File: src/rtl/csi_ctx_filter.sv
module csi_ctx_filter #(
  parameter int VC_W   = 2,
  parameter int DT_W   = 6,
  parameter int LINE_W = 12,
  parameter int PORT_W = 3
) (
  input  logic              clk,
  input  logic              rst_n,
  input  logic              cfg_we,
  input  logic              cfg_en,
  input  logic [VC_W-1:0]   cfg_vc,
  input  logic [DT_W-1:0]   cfg_dt,
  input  logic [LINE_W-1:0] cfg_lines,
  input  logic [PORT_W-1:0] cfg_port,
  input  logic              hdr_valid,
  input  logic [VC_W-1:0]   hdr_vc,
  input  logic [DT_W-1:0]   hdr_dt,
  input  logic              pay_valid,
  input  logic [7:0]        pay_data,
  input  logic              pay_last,
  output logic              out_valid,
  output logic [7:0]        out_data,
  output logic [PORT_W-1:0] out_port,
  output logic              out_eol,
  output logic              out_fs,
  output logic              out_fe
);
  localparam logic [DT_W-1:0] DT_FS   = DT_W'(0);
  localparam logic [DT_W-1:0] DT_FE   = DT_W'(1);
  localparam logic [DT_W-1:0] DT_ANY  = DT_W'(1);
  localparam logic [DT_W-1:0] DT_LONG = DT_W'(16);

  logic              stg_en, act_en, pkt_pass;
  logic [VC_W-1:0]   stg_vc, act_vc;
  logic [DT_W-1:0]   stg_dt, act_dt;
  logic [LINE_W-1:0] stg_lines, act_lines, line_cnt;
  logic [PORT_W-1:0] stg_port, act_port;

  wire zero_wr = cfg_we && !cfg_en && cfg_vc == '0 && cfg_dt == '0 &&
                 cfg_lines == '0 && cfg_port == '0;
  wire is_long = hdr_dt >= DT_LONG;
  wire fs_hit  = hdr_dt == DT_FS && stg_en && hdr_vc == stg_vc;
  wire fe_hit  = hdr_dt == DT_FE && act_en && hdr_vc == act_vc;
  wire lp_hit  = is_long && act_en && hdr_vc == act_vc &&
                 (act_dt == DT_ANY || hdr_dt == act_dt) && line_cnt < act_lines;

  assign out_port = act_port;

  always_ff @(posedge clk) begin
    if (!rst_n) begin
      {stg_en, stg_vc, stg_dt, stg_lines, stg_port} <= '0;
      {act_en, act_vc, act_dt, act_lines, act_port} <= '0;
      line_cnt  <= '0;
      pkt_pass  <= 1'b0;
      out_valid <= 1'b0;
      out_data  <= '0;
      out_eol   <= 1'b0;
      out_fs    <= 1'b0;
      out_fe    <= 1'b0;
    end else begin
      out_valid <= 1'b0;
      out_eol   <= 1'b0;
      out_fs    <= 1'b0;
      out_fe    <= 1'b0;
      if (cfg_we) {stg_en, stg_vc, stg_dt, stg_lines, stg_port} <=
                  {cfg_en, cfg_vc, cfg_dt, cfg_lines, cfg_port};
      if (zero_wr) begin
        act_en   <= 1'b0;
        pkt_pass <= 1'b0;
      end else if (hdr_valid) begin
        if (fs_hit) begin
          {act_en, act_vc, act_dt, act_lines, act_port} <=
            {stg_en, stg_vc, stg_dt, stg_lines, stg_port};
          line_cnt <= '0;
          pkt_pass <= 1'b0;
          out_fs   <= 1'b1;
        end else if (fe_hit) begin
          out_fe   <= 1'b1;
          pkt_pass <= 1'b0;
        end else begin
          pkt_pass <= lp_hit;
          if (lp_hit) line_cnt <= line_cnt + 1'b1;
        end
      end else if (pay_valid) begin
        if (pkt_pass) begin
          out_valid <= 1'b1;
          out_data  <= pay_data;
          out_eol   <= pay_last;
        end
        if (pay_last) pkt_pass <= 1'b0;
      end
    end
  end
endmodule


File: config.mk
export PLATFORM = sky130hd
export DESIGN_NAME = csi_ctx_filter
export DESIGN_NICKNAME = d
export VERILOG_FILES = /design/src/rtl/csi_ctx_filter.sv
export SDC_FILE = /design/constraint.sdc
export NUM_CORES = 1
export LEC_CHECK = 0
export BUFFER_PORTS_ARGS = -buffer_cell sky130_fd_sc_hd__buf_4
export CAP_MARGIN = 25
export CORE_UTILIZATION = 40
export DETAILED_ROUTE_END_ITERATION = 8
export GPL_TIMING_DRIVEN = 0
export PLACE_DENSITY_LB_ADDON = 0.08
export RECOVER_POWER = 100
export SLEW_MARGIN = 30
export SYNTH_ARGS = -nofsm -noshare
export SYNTH_HDL_FRONTEND = slang
export SYNTH_SLANG_ARGS = --single-unit
File: constraint.sdc
create_clock -name clk -period 2.3 [get_ports clk]
set_input_delay 0.115 -clock clk [delete_from_list [all_inputs] [get_ports clk]]
set_output_delay 0.115 -clock clk [all_outputs]
set_load 0.01 [all_outputs]
; ---- Word level (Yosys, flattened, before mapping)
; Cells that the tools add are included.
[op_classes]
addsub = 1
n_lt_le_gt_ge = 2
eq_ne = 6
n_mux = 11
bitwise = 5
reduce_logical = 33
[op_table]
columns = op, n
row1 = $mux 12, 3
row2 = $logic_and 1x1->1, 13
row3 = $add 12x1->12 const B, 1
row4 = $eq 6x1->1 const B, 2
row5 = $logic_not 12->1, 1
row6 = $logic_not 6->1, 2
row7 = $lt 12x12->1, 1
row8 = $mux 1, 8
row9 = $reduce_and 4->1, 2
row10 = $reduce_or 4->1, 2
row11 = $eq 6x6->1, 1
row12 = $ge 6x5->1 const B, 1
row13 = $reduce_bool 2->1, 3
row14 = $not 1->1, 5
row15 = $reduce_or 5->1, 1
row16 = $eq 2x2->1, 2
row17 = $reduce_and 2->1, 2
row18 = $logic_not 3->1, 1
row19 = $reduce_and 3->1, 1
row20 = $reduce_or 3->1, 1
row21 = $logic_not 2->1, 1
row22 = $ne 2x2->1 const B, 1
row23 = $reduce_or 2->1, 1
row24 = $logic_not 1->1, 1
row25 = $logic_or 1x1->1, 1
[word_totals]
register_bits = 73
inputBits = 46
output_inout_bits = 15
wordCells = 75

; ---- Logic depth before layout (Yosys ltp)
; Gate-level depths: netlist (run 1).
[logic_depth]
word_depth = 8
ltp_mapped = 10
mapped_depth_nobuf = 8

; ---- Least setup slack after synthesis (run 1)
; Ideal clock, no wire load.
[synth_timing]
path_kind = flip-flop to flip-flop
start = register act_lines[10]
end = register line_cnt[5]
arrival_time_ns = 2.001
t_required_ns = 2.215
path_slack_ns = 0.215
stages_incl_launch_ff = 9
n_path_buf = 0
period_less_slack_ns = 2.085
cell_sequence = dfxtp_1 inv_1 ha_1 a21oi_1 nand2_1 a2111oi_4 o211ai_4 or3_4 o31ai_2
[synth_via]
elab_chain_cells = 4
[synth_rtl]
columns = item, line
row1 = from (decl), 36  ; logic [LINE_W-1:0] stg_lines, act_lines, line_cnt;
row2 = from (signal assigned), 72  ; {act_en, act_vc, act_dt, act_lines, act_port} <=
row3 = $lt 12x12->1, 45  ; (act_dt == DT_ANY || hdr_dt == act_dt) && line_cnt < act_lines;
row4 = $logic_and 1x1->1, 45
row5 = $reduce_bool 2->1 (no source line), --
row6 = $reduce_and 4->1 (no source line), --
row7 = to (signal assigned), 82  ; if (lp_hit) line_cnt <= line_cnt + 1'b1;
row8 = to (decl), 36
; Every way passes these cells.
; A chain may end at the register's enable or synchronous reset.

; ---- Worst setup path in the final report (run 1)
[layout_timing]
start = register stg_vc[1]
end = register act_lines[0]
[layout_via]
elab_chain_cells = 3
[layout_rtl]
columns = item, line
row1 = from (decl), 34  ; logic [VC_W-1:0] stg_vc, act_vc;
row2 = from (signal assigned), 65  ; if (cfg_we) {stg_en, stg_vc, stg_dt, stg_lines, stg_port} <=
row3 = $eq 2x2->1, 42  ; wire fs_hit = hdr_dt == DT_FS && stg_en && hdr_vc == stg_vc;
row4 = $logic_and 1x1->1, 42
row5 = $reduce_and 3->1 (no source line), --
; Every way passes these cells.

==> impl_metrics.ini, run 1 <==
[sta]
fin_crit_ps = 2220
setup_violations = 0
fin_crit_sh_pct = 96.3
slew_violations = 0
skew_ps = 13.9
hold_viol_final = 0
fin_ws_ps = 85.0
tightest_slew_ps = 738
slew_headroom_pct = 50.8
max_freq_mhz = 451
rsz0062_at_grt = true

[synth]
yosysWarnings = 0
ys_types = 53
ys_ff_latch = 73
yosysTopAreaCell = dfxtp_1
yosysTopAreaCellShare_pct = 41.5
syn_nets = 458
netlist_instances = 400
yosysSeqAreaShare_pct = 41.5
synth_edf_count = 0
async_flop_share_pct = 0
synthFlopType = dfxtp_1
avgSynthCellArea_um2 = 8.80
netlist_top_cells_area = dfxtp_1, mux2i_1, nand2_1, nor2_1, a21oi_1
syn-cell-area_um2 = 3520

[floorplan]
die_h_um = 95.8
core-area_um2 = 8380
die_x_um = 95.8
initial_utilization_pct = 42.0
rows = 33
io-pin-count = 61
dieArea_um2 = 9180

[power_and_ir_drop]
powerDensity_nw_per_um2 = 554
max-vdd-ir-drop_mv = 0.313
power_mw = 2.45
leakagePower_nw = 1.71

[placed_design]
gp_congestion = 0.856
place_area_um2 = 4100
dp.cells = 564
post-place-ws_ps = -15.3
hpwl_mm = 6.58
port_buffers = 59

[cts]
cts_buffers = 9
clk_path_buf_depth = 2
htreeDepth = 3
cts_root_buf = clkbuf_8
cts.sinks = 73
worstSkewPairLatency_ps = 350
cts_tree = built
clk_pin_slew_ps = 90

[layout]
layout_commonest_cell = dfxtp_1
antennaDiodeCount = 0
design_area_um2 = 4430
final_util_pct = 52.8
layout_common_cells = dfxtp_1, nand2_1, buf_4
syn_to_final_growth_pct = 25.7
final_cells = 597
drive_gt1_share_pct = 19.1
nets = 545

[routing]
vias = 3213
first_iter_violations = 108
wl_per_cell_um = 14.9
vias_per_cell = 5.38
first_pass_iters = 5
wirelength_mm = 8.88
ant_nets = 0
drc = 0

[critical_path]
rrSetupSlack_ps = 80
crit_fanout = 10
crit_required_ps = 2580
cpMaxStageDelayCell = nor4b_1
cp.arrival_ps = 2490
cp_top_family = simple AND/OR/NAND/NOR gates
worst_setup_path_end_kind = register
crit_buf_inv = 1
crit_chain = xor2_1 > nor4b_1 > o2111a_1 > clkbuf_4 > nand2_1 > a21oi_1
max_stage_delay_ps = 640
crit_type = reg -> reg
start_kind = register

[grt]
track_usage_pct = 20.9
grt_pass1_vias = 3037
antenna_found_initial = 0
gr-total-overflow = 0
grt_pass1_wl_mm = 14.6
grt_max_degree = 14

[worst_hold_path]
holdCritPathClass = in -> reg

[flow_run]
cap_violations = 0

[status]
status = complete, no violations
-- path summary, 6_finish.rpt --
check               start            to  cells past startpoint
max reg2reg     stg_vc[1]  act_lines[0]                      6
min reg2reg  act_lines[2]  act_lines[2]                      2
max             stg_vc[1]  act_lines[0]                      6
min             cfg_dt[1]     stg_dt[1]                      3
-- registers in the layout, summed over array words and instances (netlist names), 2 cells and up --
name       cells
act_vc         2
stg_lines     12
act_lines     12
act_dt         6
stg_dt         6
stg_port       3
out_port       3
line_cnt      12
out_data       8
stg_vc         2
-- report_power, final --
group	total, mW	internal [mW]	switching, mW
combinational	0.219	0.114	0.105
clock	0.928	0.423	0.506
sequential	1.31	1.29	0.0162
-- what timing repair did --
action                                  4_1_cts  5_1_grt
endpoints found under the setup margin        6       33
hold endpoints to repair                     13        0
hold buffers                                 13        0
buffers inserted                              0        4
pin swaps                                     1        5
resized for setup                             1       14
-- per-stage QoR --
step                      hold slack (ps)  TNS (ps)
after floorplan                       229         0
after global placement                348         0
after detailed placement              354     -23.5
after CTS                           0.867         0
after global routing                 10.5     -94.3
final                                12.1         0
-- cells in the mapped netlist (3+ instances only) --
master    number
o21ai_0        4
inv_1         13
buf_2          4
buf_4          5
o311ai_0       3
a21oi_1       31
nor4_1         7
a311o_1        4
o211ai_1       3
nand3_1       14
nand2_1       68
nand4_1        9
o31ai_2        3
nor2_1        45
mux2i_1       32
xnor2_1        8
ha_1          12
clkbuf_1       7
nand3b_1       7
nor3_1         8
and2_1         4
dfxtp_1       73
-- tightest hold or removal path, delay by kind of cell --
kind / cells / cell delay [ps]
buf+inv: 1 / 90
mux: 1 / 60
simple gates: 1 / 70
-- cell families (layout without fill, tap and decap cells) --
logic type | Yosys count | in the layout | share of synthesized area (%)
simple gates | 176 | 176 | 24.2
xor+xnor | 10 | 10 | 2.49
fa+ha+maj | 12 | 12 | 4.26
compound gates | 64 | 64 | 14.0
buf+inv | 33 | 125 | 4.41
mux | 32 | 32 | 9.10
flops | 73 | 73 | 41.5
-- cell type report --
type	instances	area, um^2
sequential	73	1470
timing repair buffer	76	539
clock inverter	6	42.5
inverter	14	52.6
tap	105	131
buffer	19	109
multi-input combinational	294	1950
fill	854	3960
clock buffer	10	138
-- routing by layer --
layer	up-vias	routed length, um	global-route usage, %
met3	15	422	4.27
met5	-	0	0
met4	0	130	6.84
met2	91	4140	35.0
li1	1598	-	-
met1	1509	4180	26.9
(Power assumes the default switching activity.)
==> run 2: changes to the inputs <==
--- a/config.mk
+++ b/config.mk
@@ -7,6 +7,7 @@
 export LEC_CHECK = 0
 export BUFFER_PORTS_ARGS = -buffer_cell sky130_fd_sc_hd__buf_4
 export CAP_MARGIN = 25
+export CORE_ASPECT_RATIO = 1.25
 export CORE_UTILIZATION = 40
 export DETAILED_ROUTE_END_ITERATION = 8
 export GPL_TIMING_DRIVEN = 0
==> impl_metrics.ini, run 2 (synthesis results as in run 1) <==
[flow_run]
cap_violations = 0

[critical_path]
cpMaxStageDelayCell = a2111oi_4
r2r-start = act_lines[10]
r2r_cells = 8
timing.rr.end = line_cnt[2]
crit_cells = 8
rrSetupSlack_ps = 110
startpoint = act_lines[10]
cp-endpoint = line_cnt[2]
max_stage_delay_ps = 460
worst_setup_path_end_kind = register
crit_required_ps = 2580
start_kind = register
cp_top_family = compound AO/OA/AOI/OAI gates
cp.arrival_ps = 2470
crit_fanout = 5
crit_buf_inv = 1
crit_type = reg -> reg
crit_chain = inv_1 > ha_4 > a21oi_2 > nand2_2 > a2111oi_4 > o211ai_4 > or3_4 > o31ai_2

[routing]
drc = 0
first_iter_violations = 140
ant_nets = 0
vias_per_cell = 5.18
vias = 3226
wirelength_mm = 9.06
wl_per_cell_um = 14.5
first_pass_iters = 6

[placed_design]
place_area_um2 = 4110
gp_congestion = 0.870
port_buffers = 59
hpwl_mm = 6.59

[floorplan]
core-area_um2 = 8380
die_h_um = 107
initial_utilization_pct = 42.0
dieArea_um2 = 9180
io-pin-count = 61
rows = 37
die_x_um = 85.9

[sta]
fin_crit_sh_pct = 95.3
fin_crit_ps = 2190
slew_headroom_pct = 49.8
slew_violations = 0
hold_viol_final = 0
setup_violations = 0
skew_ps = 17.4
tightest_slew_ps = 753
max_freq_mhz = 456
finalSetupTns_ps = 0

[layout]
antennaDiodeCount = 0
layout_common_cells = dfxtp_1, nand2_1, buf_4
nets = 559
drive_gt1_share_pct = 19.6
syn_to_final_growth_pct = 30.7
design_area_um2 = 4600
layout_commonest_cell = dfxtp_1

[grt]
antenna_found_initial = 0
grt_util_met1_pct = 25.0
track_usage_pct = 21.4
grt_max_degree = 15
globalRoute.busiestLayer = met2
gr-total-overflow = 0
grt_util_met2_pct = 38.6
grt_pass1_wl_mm = 15.2
grtUsageMet3_pct = 4.39
grt_pass1_vias = 3208

[cts]
cts.sinks = 73
htreeDepth = 3
cts_root_buf = clkbuf_8
cts_buffers = 9
cts_tree = built
clk_path_buf_depth = 2
worstSkewPairLatency_ps = 370
clk_pin_slew_ps = 80

[power_and_ir_drop]
power_mw = 2.62
max-vdd-ir-drop_mv = 0.415
leakagePower_nw = 1.79
powerDensity_nw_per_um2 = 570

[status]
status = complete, no violations

[worst_hold_path]
holdCritPathClass = in -> reg
[run 2: cell count changes in the layout (fill, tap and decap cells not counted), sizes merged]
| cell | delta |
|---|---|
| dlygate4sd3 | +11 |
| clkinv | -1 |
| inv | +1 |
| bufinv | +1 |
| clkbuf | +3 |
| clkinvlp | -1 |
[run 2: worst min-delay path by stage]
stage                startpoint     endpoint  slack (ps)  cells past startpoint
floorplan             pay_valid    out_valid         230                      2
global route        pay_data[0]  out_data[0]          20                      3
global placement    pay_data[6]  out_data[6]         350                      3
CTS                   cfg_dt[0]    stg_dt[0]        0.09                      3
finish              pay_data[0]  out_data[0]           7                      3
detailed placement  pay_data[7]  out_data[7]         350                      3
[run 2: power by group]
part | total, mW | internal [mW] | switching, mW
clock network | 1.08 | 0.545 | 0.534
registers | 1.31 | 1.29 | 0.0173
logic | 0.236 | 0.127 | 0.109
total | 2.62 | 1.96 | 0.661
[run 2: final cells by class]
type / count / area [um^2]
Tap cell: 117 / 146
Clock buffer: 10 / 138
Timing Repair Buffer: 90 / 676
Buffer: 19 / 96.3
Clock inverter: 6 / 75.1
Multi-Input combinational cell: 294 / 1950
Inverter: 14 / 52.6
Fill cell: 819 / 3780
Sequential cell: 73 / 1470
[run 2: layer usage]
layer | routed length, um | vias up
met5 | 0 | -
li1 | - | 1623
met3 | 315 | 13
met1 | 3920 | 1520
met4 | 136 | 0
met2 | 4680 | 70
[run 2: worst reg2reg max path: cells and delay by family (launching register included)]
kind | cells | cell delay, ps
AOI/OAI and AO/OA | 4 | 980
and+or+nand+nor | 2 | 480
DFF | 1 | 330
adders and majority gates | 1 | 250
buffers and inverters | 1 | 60
[run 2: repair_timing]
action,CTS,global route
endpoints found under the hold margin,24,0
hold buffers,24,0
resized for setup,0,12
buffers inserted,0,7
pin swaps,1,8
endpoints found under the setup margin,3,37
[run 2: per-stage QoR]
step / hold slack (ps) / utilization, % / cells / setup slack [ps]
final: 7.26 / 54.9 / 623 / 107
after global routing: 19.7 / 54.9 / 623 / -4.85
after CTS: 0.0853 / 54.5 / 616 / 8.68
after detailed placement: 353 / 49.1 / 576 / -7.94
after global placement: 346 / 49.1 / 576 / 42.9
after floorplan: 229 / - / 400 / 215
